$ cat config.mk
export PLATFORM = sky130hd
export DESIGN_NAME = pwr_sleep_ctrl
export DESIGN_NICKNAME = d
export VERILOG_FILES = /design/src/rtl/pwr_sleep_pkg.sv /design/src/rtl/pwr_wake_sync.sv /design/src/rtl/pwr_op_qual.sv /design/src/rtl/pwr_settle_timer.sv /design/src/rtl/pwr_sleep_ctrl.sv
export SDC_FILE = /design/constraint.sdc
export NUM_CORES = 1
export LEC_CHECK = 0
export BUFFER_PORTS_ARGS = -buffer_cell sky130_fd_sc_hd__buf_2
export CELL_PAD_IN_SITES_DETAIL_PLACEMENT = 0
export CELL_PAD_IN_SITES_GLOBAL_PLACEMENT = 1
export CORE_MARGIN = 1.5
export CORE_UTILIZATION = 35
export CTS_CLUSTER_DIAMETER = 80
export CTS_CLUSTER_SIZE = 28
export DETAILED_ROUTE_END_ITERATION = 8
export PLACE_DENSITY = 0.78
export SLEW_MARGIN = 5
export SYNTH_ARGS = -nofsm -noshare
export SYNTH_HDL_FRONTEND = slang
export SYNTH_SLANG_ARGS = --single-unit
$ cat constraint.sdc
create_clock -name clk -period 3.2 [get_ports clk]
set_input_delay 0.16 -clock clk [delete_from_list [all_inputs] [get_ports clk]]
set_output_delay 0.16 -clock clk [all_outputs]
set_load 0.005 [all_outputs]
$ cat src/rtl/pwr_sleep_pkg.sv
package pwr_sleep_pkg;

    typedef enum logic [1:0] {
        ST_RUN    = 2'd0,
        ST_LIGHT  = 2'd1,
        ST_DEEP   = 2'd2,
        ST_SETTLE = 2'd3
    } pwr_state_e;

    localparam logic [7:0] OPC_NOP   = 8'hFF;
    localparam logic [7:0] OPC_LIGHT = 8'h7F;
    localparam logic [7:0] OPC_DEEP  = 8'h6F;

    typedef struct packed {
        pwr_state_e st;
        logic       vec_req;
        logic       port_dflt;
    } ctl_regs_t;

endpackage

$ cat src/rtl/pwr_wake_sync.sv
module pwr_wake_sync #(
    parameter int STAGES = 2
) (
    input  logic clk,
    input  logic rst_n,
    input  logic pin_n_i,
    output logic wake_o
);
    logic [STAGES-1:0] sync_d, sync_q;

    always_comb begin
        sync_d = {sync_q[STAGES-2:0], pin_n_i};
    end

    always_ff @(posedge clk or negedge rst_n) begin
        if (!rst_n) sync_q <= '1;
        else        sync_q <= sync_d;
    end

    assign wake_o = ~sync_q[STAGES-1];

    // a pin level takes STAGES edges to reach the output
    p_sync_delay_r5: assert property (@(posedge clk) disable iff (!rst_n)
        $past(sync_q[STAGES-2]) == sync_q[STAGES-1]);
endmodule

$ cat src/rtl/pwr_op_qual.sv
module pwr_op_qual
    import pwr_sleep_pkg::*;
(
    input  logic       clk,
    input  logic       rst_n,
    input  logic       accept_en,
    input  logic       op_valid,
    input  logic [7:0] op_code,
    output logic       go_light,
    output logic       go_deep,
    output logic       seq_err
);
    typedef struct packed {
        logic nop_seen;
        logic err;
    } qual_t;

    qual_t r_d, r_q;
    logic  take, is_sleep;

    always_comb begin
        r_d      = r_q;
        take     = accept_en && op_valid;
        is_sleep = (op_code == OPC_LIGHT) || (op_code == OPC_DEEP);
        go_light = take && r_q.nop_seen && (op_code == OPC_LIGHT);
        go_deep  = take && r_q.nop_seen && (op_code == OPC_DEEP);
        if (take) begin
            r_d.nop_seen = (op_code == OPC_NOP);
            if (is_sleep && !r_q.nop_seen) r_d.err = 1'b1;
        end
    end

    always_ff @(posedge clk or negedge rst_n) begin
        if (!rst_n) r_q <= '0;
        else        r_q <= r_d;
    end

    assign seq_err = r_q.err;

    p_err_sticky_r8: assert property (@(posedge clk) disable iff (!rst_n)
        seq_err |=> seq_err);
    p_err_needs_sleep_op_r8: assert property (@(posedge clk) disable iff (!rst_n)
        $rose(seq_err) |-> $past(op_valid && accept_en));
endmodule

$ cat src/rtl/pwr_settle_timer.sv
module pwr_settle_timer #(
    parameter int LEN = 64
) (
    input  logic clk,
    input  logic rst_n,
    input  logic start,
    output logic done
);
    localparam int CNT_W = (LEN > 1) ? $clog2(LEN) : 1;
    localparam logic [CNT_W-1:0] LAST = CNT_W'(LEN - 1);

    typedef struct packed {
        logic             active;
        logic [CNT_W-1:0] cnt;
    } tmr_t;

    tmr_t r_d, r_q;

    always_comb begin
        r_d  = r_q;
        done = r_q.active && (r_q.cnt == LAST);
        if (start) begin
            r_d.active = 1'b1;
            r_d.cnt    = '0;
        end else if (done) begin
            r_d.active = 1'b0;
        end else if (r_q.active) begin
            r_d.cnt = r_q.cnt + 1'b1;
        end
    end

    always_ff @(posedge clk or negedge rst_n) begin
        if (!rst_n) r_q <= '0;
        else        r_q <= r_d;
    end

    p_done_single_r6: assert property (@(posedge clk) disable iff (!rst_n)
        done && !start |=> !done);
endmodule

$ cat src/rtl/pwr_sleep_ctrl.sv
module pwr_sleep_ctrl
    import pwr_sleep_pkg::*;
#(
    parameter int               IRQ_N      = 4,
    parameter int               SETTLE_CYC = 64,
    parameter int               SYNC_STG   = 2,
    parameter int               VEC_W      = 12,
    parameter logic [VEC_W-1:0] RESUME_VEC = 12'h00C
) (
    input  logic             clk,
    input  logic             rst_n,
    input  logic             op_valid,
    input  logic [7:0]       op_code,
    input  logic [IRQ_N-1:0] irq_req,
    input  logic [IRQ_N-1:0] irq_en,
    input  logic             wake_pin_n,
    output logic             cpu_clk_en,
    output logic             osc_en,
    output logic             core_stall,
    output logic             vec_req,
    output logic [VEC_W-1:0] vec_addr,
    output logic             port_dflt,
    output logic             seq_err
);
    ctl_regs_t r_d, r_q;
    logic go_light, go_deep, pin_wake, settle_go, settle_done, irq_hit;

    pwr_wake_sync #(.STAGES(SYNC_STG)) i_sync (
        .clk(clk), .rst_n(rst_n), .pin_n_i(wake_pin_n), .wake_o(pin_wake));

    pwr_op_qual i_qual (
        .clk(clk), .rst_n(rst_n), .accept_en(r_q.st == ST_RUN),
        .op_valid(op_valid), .op_code(op_code),
        .go_light(go_light), .go_deep(go_deep), .seq_err(seq_err));

    pwr_settle_timer #(.LEN(SETTLE_CYC)) i_tmr (
        .clk(clk), .rst_n(rst_n), .start(settle_go), .done(settle_done));

    always_comb begin
        r_d         = r_q;
        r_d.vec_req = 1'b0;
        settle_go   = 1'b0;
        irq_hit     = |(irq_req & irq_en);
        unique case (r_q.st)
            ST_RUN: begin
                if (go_light)     r_d.st = ST_LIGHT;
                else if (go_deep) r_d.st = ST_DEEP;
            end
            ST_LIGHT: if (irq_hit) r_d.st = ST_RUN;
            ST_DEEP: begin
                if (pin_wake) begin
                    r_d.st    = ST_SETTLE;
                    settle_go = 1'b1;
                end
            end
            ST_SETTLE: begin
                if (settle_done) begin
                    r_d.st        = ST_RUN;
                    r_d.vec_req   = 1'b1;
                    r_d.port_dflt = 1'b0;
                end
            end
            default: r_d.st = ST_RUN;
        endcase
    end

    always_ff @(posedge clk or negedge rst_n) begin
        if (!rst_n) r_q <= '{st: ST_RUN, vec_req: 1'b1, port_dflt: 1'b1};
        else        r_q <= r_d;
    end

    assign cpu_clk_en = (r_q.st == ST_RUN);
    assign osc_en     = (r_q.st != ST_DEEP);
    assign core_stall = (r_q.st != ST_RUN) || r_q.vec_req;
    assign vec_req    = r_q.vec_req;
    assign vec_addr   = RESUME_VEC;
    assign port_dflt  = r_q.port_dflt;

    p_osc_before_cpu_r4: assert property (@(posedge clk) disable iff (!rst_n)
        !osc_en |-> !cpu_clk_en);
    p_light_exit_irq_r3: assert property (@(posedge clk) disable iff (!rst_n)
        (r_q.st == ST_RUN && $past(r_q.st) == ST_LIGHT) |-> $past(|(irq_req & irq_en)));
    p_deep_entry_op_r4: assert property (@(posedge clk) disable iff (!rst_n)
        (r_q.st == ST_DEEP && $past(r_q.st) == ST_RUN) |-> $past(op_valid && op_code == OPC_DEEP));
    p_pin_wake_keep_r6: assert property (@(posedge clk) disable iff (!rst_n)
        (r_q.st == ST_RUN && $past(r_q.st) == ST_SETTLE) |-> vec_req && !port_dflt);
    p_vec_pulse_r6: assert property (@(posedge clk) disable iff (!rst_n)
        vec_req |=> !vec_req);
    p_stall_r11: assert property (@(posedge clk) disable iff (!rst_n)
        !cpu_clk_en |-> core_stall);
endmodule

==> flow_metrics.tcl, run 1 <==
set metrics [dict create \
    status "complete, no violations" \
    min_to "i_qual.r_q[1]$_DFFE_PN0N_" \
    first_global_vias 639 \
    ctsResizeCount 0 \
    n_antenna_cell 0 \
    cts_tree "built" \
    finalMaxSlewViolations 0 \
    grt_usage_pct 13.0 \
    synth_largest_area_cell "dfrtp_1" \
    reg2regPathDepth 5 \
    finalSetupViolCount 0 \
    synth-edff-count 0 \
    clkSlewWorstSetupHoldPaths_ps 90 \
    cpPeakStageDelay_ps 510 \
    setup_tns_ps 0 \
    startpoint_type "flop" \
    worst_path_max_delay_cell "or4_1" \
    dr.first_iter.drc_count 10 \
    grt_pass1_wl_um 2620 \
    powerDensity_nw_per_um2 342 \
    grt_start_max_net_pins 16 \
    die_x_um 52.0 \
    holdCritPathClass "in -> reg" \
    crit_arrival_ps 1830 \
    synth_compound_area_share_pct 14.3 \
    synth_cell_types 35 \
    critPathCaptureType "flop" \
    place.gp.congestion 0.731 \
    synth_warnings 0 \
    cp_num_buf_inv 0 \
    fmax_ghz 0.618 \
    cts_hold_buf 2 \
    coreArea_sq_um 2230 \
    drv_cap 0 \
    yosys.area_share.simple_pct 21.6 \
    ys_ff_latch 15 \
    cts_buffer_depth 2 \
    tightest_slew_ps 533 \
    layout_min_cycle_time_ps 1620 \
    rsz0062_at_grt "no" \
    synth_top_family_by_area "simple AND/OR/NAND/NOR gates" \
    finalPower_uw 336 \
    netlist_instances 86 \
    synth_adder_area_share_pct 1.49 \
    ys_seq_area_share_pct 45.3 \
    syn_area_sq_um 840 \
    crit_type "reg -> reg" \
    synthMuxAreaShare_pct 1.19 \
    cts_buffers 3 \
    r2r_start "i_tmr.r_q[0]$_DFFE_PN0P_" \
    wl_um 1550 \
    via_per_inst 4.74 \
    synth-async-reset-ratio_pct 100 \
    hpwl_um 1210 \
    worstPathRequired_ps 3410 \
    min_from "op_code[7]" \
    synth_area_leaders "dfrtp_1 33%, dfstp_2 13%, buf_4 12%" \
    clk_latency_ps 280 \
    htreeDepth 1 \
    dr.pass1.iters 4 \
    io_pins 38 \
    skew_ps 0.452 \
    layout-drive-gt1-share_pct 34.5 \
    nNetsFinal 135 \
    post_synth.cell_area_avg_sq_um 9.76 \
    synth_ff_type "dfrtp_1" \
    cts_setup_buffers 0 \
    cts_root_buf "clkbuf_4" \
    area_growth_pct 17.0 \
    ir_worst_vdd_uv 227 \
    cp_top_family "simple AND/OR/NAND/NOR gates" \
    r2r_slack_ps 1580 \
    timing.final.crit_share_pct 50.5 \
    start_util_pct 37.6 \
    whs_path_depth 3 \
    post_drt_wl_per_cell_um 11.0 \
    cts_sinks 15 \
    via_count 669 \
    synth_xor_area_share_pct 2.09 \
    crit_fanout 9 \
    antenna_found_initial 0 \
    leakagePower_uw 0.000497 \
    die-area_sq_um 2700 \
    slew_headroom_pct 64.0 \
    cp_cell_sequence "ha_1, nand3_4, o21ai_4, or4_1, a21oi_1" \
    rows 17 \
    synth_top_area_share_pct 32.8 \
    portBuffers 25 \
    antenna_left 0 \
    die_y_um 52.0 \
    finalHoldViolations 0 \
    grt_overflow_total 0 \
    post-route-drc-count 0 \
    rr_endpoint "i_tmr.r_q[5]$_DFFE_PN0P_" \
]
-- per-layer routing --
layer / vias up / track usage [%] / part of all wire (%)
met2: 15 / 22.8 / 51
met3: 2 / 2.59 / 3.5
met4: 0 / 6.58 / 1.2
met5: - / 0 / 0
met1: 320 / 14.9 / 44
li1: 332 / - / -
-- worst max path at each step --
| stage | start | endpoint | slack [ps] | cells after the start |
|---|---|---|---|---|
| 2_1_floorplan | i_tmr.r_q[0]$_DFFE_PN0P_ | i_tmr.r_q[5]$_DFFE_PN0P_ | 1660 | 5 |
| 3_3_place_gp | i_tmr.r_q[0]$_DFFE_PN0P_ | i_tmr.r_q[5]$_DFFE_PN0P_ | 1630 | 5 |
| 3_5_place_dp | i_tmr.r_q[0]$_DFFE_PN0P_ | i_tmr.r_q[5]$_DFFE_PN0P_ | 1590 | 5 |
| 4_1_cts | i_tmr.r_q[0]$_DFFE_PN0P_ | i_tmr.r_q[5]$_DFFE_PN0P_ | 1570 | 5 |
| 5_1_grt | i_tmr.r_q[0]$_DFFE_PN0P_ | i_tmr.r_q[5]$_DFFE_PN0P_ | 1470 | 5 |
| 6_report | i_tmr.r_q[0]$_DFFE_PN0P_ | i_tmr.r_q[5]$_DFFE_PN0P_ | 1580 | 5 |
-- report_power, final --
part / switching (uW) / total [uW] / internal, uW
Clock: 60.4 / 107 / 46.3
Combinational: 15.2 / 30.4 / 15.1
Sequential: 3.34 / 199 / 195
-- layout make-up --
class / instances / area, sq um
Timing Repair Buffer: 27 / 145
Clock buffer: 3 / 22.5
Tap cell: 28 / 35.0
Sequential cell: 15 / 380
Fill cell: 229 / 1250
Inverter: 2 / 7.51
Multi-Input combinational cell: 65 / 387
Clock inverter: 1 / 5.00
-- synth_stat cells (all sizes together) (2+ instances only) --
| cell type | instances |
|---|---|
| nand3 | 3 |
| conb | 2 |
| nor2 | 7 |
| nor3 | 3 |
| buf | 14 |
| xor2 | 2 |
| o31ai | 2 |
| or3 | 2 |
| or4 | 2 |
| a21oi | 5 |
| nand2b | 2 |
| dfrtp | 11 |
| dfstp | 4 |
| o21ai | 4 |
| nand2 | 8 |
| inv | 2 |
-- logic make-up (layout without fill, tap and decap cells) --
kind of cell	after synthesis	in the layout
AOI/OAI and AO/OA	17	17
xor gates and xnor gates	2	2
adders and majority gates	1	1
buffers and inverters	16	33
DFF	15	15
muxes	1	1
other	2	12
and+or+nand+nor	32	32
-- registers in the layout (all words and copies together) (netlist names) --
name            cells
r_q                 2
port_dflt           1
i_qual.seq_err      1
i_sync.sync_q       2
i_tmr.r_q           7
vec_req             1
i_qual.r_q          1
-- worst min-delay path, stage by stage --
cell and delay (ps):
buf_2 100, nand3_1 70, o21ai_0 60
-- layout by cell type, fill, tap and decap left out, drive strengths merged --
| cell | count |
|---|---|
| dfrtp | 11 |
| inv | 2 |
| or3 | 2 |
| dlygate4sd3 | 2 |
| nand3 | 3 |
| o211ai | 1 |
| o31ai | 2 |
| a21o | 1 |
| nand2 | 8 |
| mux2i | 1 |
| ha | 1 |
| nor2 | 7 |
| buf | 25 |
| xor2 | 2 |
| o21ai | 4 |
| o221ai | 1 |
| a222oi | 1 |
| nand4b | 1 |
| and2 | 1 |
| a31oi | 1 |
| dfstp | 4 |
| nor4b | 1 |
| clkbuf | 3 |
| a31o | 1 |
| nand4 | 1 |
| a21oi | 5 |
| or4 | 2 |
| nor3 | 3 |
| nand2b | 2 |
| nor2b | 1 |
| conb | 12 |
| clkinv | 1 |
-- per-stage QoR --
step / area (sq um) / instances / utilization [%] / hold slack [ps] / setup WS (ps)
CTS: 982 / 141 / 44.0 / 143 / 1570
global placement: 935 / 135 / 41.8 / 73.5 / 1630
finish: 982 / 141 / 44.0 / 154 / 1580
floorplan: 877 / 96 / - / -136 / 1660
global route: 982 / 141 / 44.0 / 171 / 1470
detailed placement: 935 / 135 / 41.8 / 84.6 / 1590
(Power assumes the default switching activity.)
==> inputs of run 2 (changes only) <==
CORE_UTILIZATION = 33   (was 35)
PLACE_DENSITY = 0.74   (was 0.78)
clock period = 1.55 ns   (was 3.2 ns; I/O delays follow)
==> flow_metrics.tcl, run 2 (same netlist as run 1, synthesis figures left out) <==
set metrics [dict create \
    fin_ws_ps 69.3 \
    worst_path_max_delay_cell "or4_4" \
    startpoint_type "flop" \
    cts_sinks 15 \
    layout-drive-gt1-share_pct 40.7 \
    finalPower_uw 705 \
    rr_endpoint "i_tmr.r_q[5]$_DFFE_PN0P_" \
    design_area_sq_um 1050 \
    busiest_layer "met2" \
    r2r_slack_ps 70 \
    holdCritPathClass "in -> reg" \
    coreArea_sq_um 2430 \
    die_x_um 53.4 \
    nNetsFinal 140 \
    cp_cell_sequence "ha_4, nand3_4, o21ai_4, or4_4, a21oi_2" \
    p_sw_uw 170 \
    grt_start_max_net_pins 16 \
    post-route-drc-count 0 \
    portBuffers 25 \
    die-area_sq_um 2860 \
    p_comb_share_pct 9.8 \
    hpwl_um 1220 \
    cp_top_family "simple AND/OR/NAND/NOR gates" \
    rsz0062_at_grt "yes" \
    grt.met3_usage_pct 2.54 \
    fmax_ghz 0.675 \
    dp_worst_setup_slack_ps 13.4 \
    via_per_inst 4.76 \
    mostFrequentLayoutCells "25 x buf_2, 12 x conb_1, 11 x dfrtp_1" \
    p_clk_share_pct 32.0 \
    n_antenna_cell 0 \
    rows 18 \
    cp_num_buf_inv 0 \
    tightest_slew_ps 579 \
    status "complete, no violations" \
    worstSetupPathDepth 5 \
    place.gp.congestion 0.674 \
    htreeDepth 1 \
    antenna_left 0 \
    worstPathRequired_ps 1770 \
    start_util_pct 34.5 \
    cts_tree "built" \
    cts_buffer_depth 2 \
    clk_latency_ps 290 \
    area_growth_pct 24.7 \
    first_global_vias 612 \
    grt_usage_pct 12.4 \
    wl_um 1570 \
    drv_cap 0 \
    switching_share_pct 24.1 \
    io_pins 38 \
    top_register "i_tmr.r_q" \
    timing.final.crit_share_pct 95.5 \
    cts_buffers 3 \
    clkSlewWorstSetupHoldPaths_ps 90 \
    ir_worst_vdd_uv 588 \
    r2r_start "i_tmr.r_q[1]$_DFFE_PN0P_" \
    critical_path.endpoint "i_tmr.r_q[5]$_DFFE_PN0P_" \
    reg2regPathDepth 5 \
    crit_type "reg -> reg" \
    critPathLaunch "i_tmr.r_q[1]$_DFFE_PN0P_" \
    powerDensity_nw_per_um2 673 \
    gr-usage-met2_pct 18.5 \
    top_regs "i_tmr.r_q: 7 flops, i_sync.sync_q: 2 flops, r_q: 2 flops" \
    grt_overflow_total 0 \
    slew_headroom_pct 60.9 \
    grt_pass1_wl_um 2550 \
    setup_tns_ps 0 \
    die_y_um 53.4 \
    place_area_sq_um 975 \
    post_drt_wl_per_cell_um 10.6 \
    crit_arrival_ps 1700 \
    dr.first_iter.drc_count 6 \
    cpPeakStageDelay_ps 510 \
    layout_min_cycle_time_ps 1480 \
    intPower_uw 535 \
    antenna_found_initial 0 \
    dr.pass1.iters 4 \
    grt_util_met1_pct 16.8 \
    skew_ps 3.49 \
    finalHoldViolations 0 \
    cts_root_buf "clkbuf_4" \
    p_seq_share_pct 58.2 \
    via_count 705 \
    leakagePower_uw 0.000521 \
    largest_register_ffs 7 \
    critPathCaptureType "flop" \
    finalSetupViolCount 0 \
    finalMaxSlewViolations 0 \
    final_common_cell "buf_2" \
    crit_fanout 5 \
]
-- run 2: timing repair --
item                                   4_1_cts  5_1_grt
pin swaps                                    0        1
gates resized for setup                      1        4
setup endpoints to repair                    1        3
buffers inserted                             0        0
hold buffers                                 2        0
endpoints found under the hold margin       16        0
-- run 2: power groups by stage --
stage          Clock, uW  Sequential (uW)  Combinational [uW]
2_1_floorplan          0              416                43.4
3_3_place_gp           0              415                63.9
5_1_grt              253              412                82.3
6_report             226              410                68.9
4_1_cts              237              409                69.6
3_5_place_dp           0              416                65.4
-- run 2: cell type report --
cell class,instances,area (sq um)
inverter,2,7.51
sequential,15,380
timing repair buffer,32,183
clock inverter,1,5.00
multi-input combinational,65,412
tap,30,37.5
clock buffer,3,22.5
fill,242,1390
-- run 2: per-stage QoR --
step	utilization (%)	instances	hold WS (ps)
2_1_floorplan	-	96	-218
3_3_place_gp	40.1	142	-4.05
3_5_place_dp	40.1	142	-0.951
4_1_cts	42.1	148	61.4
5_1_grt	43.1	148	53.7
6_report	43.1	148	68.7
-- run 2: how the worst min path moves through the flow --
stage | depth (start not counted) | end | from
after floorplan | 0 | i_qual.r_q[1]$_DFFE_PN0N_ | rst_n
after global placement | 1 | i_tmr.r_q[1]$_DFFE_PN0P_ | rst_n
after detailed placement | 1 | i_tmr.r_q[1]$_DFFE_PN0P_ | rst_n
after CTS | 3 | i_qual.r_q[1]$_DFFE_PN0N_ | op_code[7]
after global routing | 3 | i_qual.r_q[1]$_DFFE_PN0N_ | op_code[7]
final | 3 | i_qual.r_q[1]$_DFFE_PN0N_ | op_code[4]
-- run 2: worst reg2reg max path, cell delays in order (launching register included) --
cell	delay, ps
dfrtp_1	430
ha_4	190
nand3_4	100
o21ai_4	80
or4_4	510
a21oi_2	120
-- run 2: layer usage --
| metal | share of wire (%) | wire [um] |
|---|---|---|
| met1 | 47 | 737 |
| met2 | 47 | 747 |
| met3 | 3.6 | 56 |
| met4 | 2.0 | 31 |
| met5 | 0 | 0 |
==> inputs of run 3 (changes only) <==
CORE_UTILIZATION = 35   (was 33)
CTS_BUF_LIST = sky130_fd_sc_hd__clkbuf_4 sky130_fd_sc_hd__clkbuf_8   (was default)
MAX_ROUTING_LAYER = met4   (was default)
PLACE_DENSITY = 0.78   (was 0.74)
==> flow_metrics.tcl, run 3 (same netlist as run 1, synthesis figures left out) <==
set metrics [dict create \
    hpwl_um 1250 \
    dp_worst_setup_slack_ps 20.1 \
    area_growth_pct 25.6 \
    portBuffers 25 \
    die_y_um 52.0 \
    cts_sinks 15 \
    antenna_left 0 \
    finalHoldViolations 0 \
    cp_top_family "simple AND/OR/NAND/NOR gates" \
    finalPower_uw 728 \
    ir_worst_vdd_uv 463 \
    die-area_sq_um 2700 \
    leakagePower_uw 0.000529 \
    rr_endpoint "i_tmr.r_q[5]$_DFFE_PN0P_" \
    holdCritPathClass "in -> reg" \
    start_util_pct 37.6 \
    setup_tns_ps 0 \
    gr-usage-met2_pct 22.2 \
    mostFrequentLayoutCells "25 x buf_2, 12 x conb_1, 11 x dfrtp_1" \
    place.gp.congestion 0.737 \
    cts_buffer_depth 2 \
    min_from "op_code[4]" \
    whs_path_depth 3 \
    place_area_sq_um 980 \
    htreeDepth 1 \
    register_area_sq_um 380 \
    startpoint_type "flop" \
    status "complete, no violations" \
    cts_buffers 3 \
    worst_path_max_delay_cell "or4_1" \
    p_comb_share_pct 9.7 \
    finalSetupViolCount 0 \
    switching_share_pct 23.5 \
    crit_type "reg -> reg" \
    worstPathRequired_ps 1780 \
    cpPeakStageDelay_ps 500 \
    io_pins 38 \
    skew_ps 7.51 \
    intPower_uw 557 \
    fillers 214 \
    powerDensity_nw_per_um2 690 \
    grt_usage_pct 14.5 \
    nNetsFinal 142 \
    cp_cell_sequence "ha_4, nand3_4, o21ai_4, or4_1, a21oi_1" \
    grt.met3_usage_pct 4.02 \
    drv_cap 0 \
    post_drt_wl_per_cell_um 11.5 \
    layout-drive-gt1-share_pct 40.0 \
    n_antenna_cell 0 \
    dr.first_iter.drc_count 14 \
    grt_util_met1_pct 17.0 \
    min_to "i_qual.r_q[1]$_DFFE_PN0N_" \
    grt_start_max_net_pins 16 \
    postLayoutCoreUtil_pct 47.2 \
    via_per_inst 4.69 \
    rsz0062_at_grt "yes" \
    dr.pass1.iters 4 \
    clkSlewWorstSetupHoldPaths_ps 90 \
    clk_latency_ps 290 \
    critPathCaptureType "flop" \
    top_register "i_tmr.r_q" \
    layout_min_cycle_time_ps 1480 \
    slew_headroom_pct 58.3 \
    largest_register_ffs 7 \
    final_common_cell "buf_2" \
    rows 17 \
    first_global_vias 633 \
    crit_fanout 6 \
    p_seq_share_pct 56.3 \
    antenna_found_initial 0 \
    grt_overflow_total 0 \
    cts_root_buf "clkbuf_4" \
    r2r_slack_ps 70 \
    cts_tree "built" \
    multi_input_area_sq_um 404 \
    grt_pass1_wl_um 2740 \
    p_clk_share_pct 34.0 \
    coreArea_sq_um 2230 \
    crit_arrival_ps 1700 \
    timing.final.crit_share_pct 95.5 \
    tightest_slew_ps 617 \
    cp_num_buf_inv 0 \
    reg2regPathDepth 5 \
    via_count 694 \
    busiest_layer "met2" \
    die_x_um 52.0 \
    design_area_sq_um 1050 \
    fmax_ghz 0.676 \
    finalMaxSlewViolations 0 \
    fin_ws_ps 70.3 \
    p_sw_uw 171 \
    post-route-drc-count 0 \
    top_regs "i_tmr.r_q: 7 flops, i_sync.sync_q: 2 flops, r_q: 2 flops" \
    r2r_start "i_tmr.r_q[1]$_DFFE_PN0P_" \
    wl_um 1700 \
]
[run 3: cell types whose count changed in the layout (fill, tap and decap cells not counted), sizes merged]
cell,delta
clkinv,-1
buf,+2
clkbuf,+1
[run 3: power groups by stage]
stage	Clock [uW]	Sequential, uW	Combinational (uW)
final	248	410	70.3
after global routing	267	411	81.6
after CTS	251	408	69.8
after detailed placement	0	416	65.8
after global placement	0	415	64.1
after floorplan	0	416	43.4
[run 3: worst max-delay path by stage]
| stage | startpoint | endpoint | slack [ps] | cells past startpoint |
|---|---|---|---|---|
| 4_1_cts | i_tmr.r_q[1]$_DFFE_PN0P_ | r_q[2]$_DFFE_PN0P_ | 1 | 6 |
| 3_3_place_gp | i_tmr.r_q[0]$_DFFE_PN0P_ | i_tmr.r_q[5]$_DFFE_PN0P_ | 60 | 5 |
| 2_1_floorplan | i_tmr.r_q[0]$_DFFE_PN0P_ | i_tmr.r_q[5]$_DFFE_PN0P_ | 10 | 5 |
| 6_report | i_tmr.r_q[1]$_DFFE_PN0P_ | i_tmr.r_q[5]$_DFFE_PN0P_ | 70 | 5 |
| 3_5_place_dp | i_tmr.r_q[1]$_DFFE_PN0P_ | i_tmr.r_q[5]$_DFFE_PN0P_ | 20 | 5 |
| 5_1_grt | i_tmr.r_q[1]$_DFFE_PN0P_ | i_tmr.r_q[5]$_DFFE_PN0P_ | -10 | 5 |
[run 3: timing repair]
item                       CTS  global route
hold endpoints to repair    16             0
setup endpoints to repair    2             6
hold buffers                 2             0
gates resized for setup      1             2
buffers inserted             0             1
pin swaps                    0             2
[run 3: metal layers]
metal  wire length [um]  vias to the layer above
met5                  0                        -
met2                887                       24
met1                690                      322
li1                   -                      346
met3                 89                        2
met4                 30                        0
[run 3: final cells by class]
type / instances / share of cell area [%]
inverter: 2 / 0.712
tap: 28 / 3.32
timing repair buffer: 34 / 18.7
clock buffer: 4 / 2.85
sequential: 15 / 36.1
multi-input combinational: 65 / 38.3
[run 3: stage by stage]
| step | hold slack, ps | instances |
|---|---|---|
| floorplan | -218 | 96 |
| global route | 76.4 | 148 |
| CTS | 65.8 | 147 |
| finish | 65.5 | 148 |
| detailed placement | -5.61 | 141 |
| global placement | -8.14 | 141 |
[run 3: worst register-to-register path, delay by kind of cell (launching register included)]
| family | cells | cell delay (ps) |
|---|---|---|
| AOI/OAI and AO/OA | 2 | 200 |
| adders and majority gates | 1 | 190 |
| DFF | 1 | 430 |
| and+or+nand+nor | 2 | 600 |
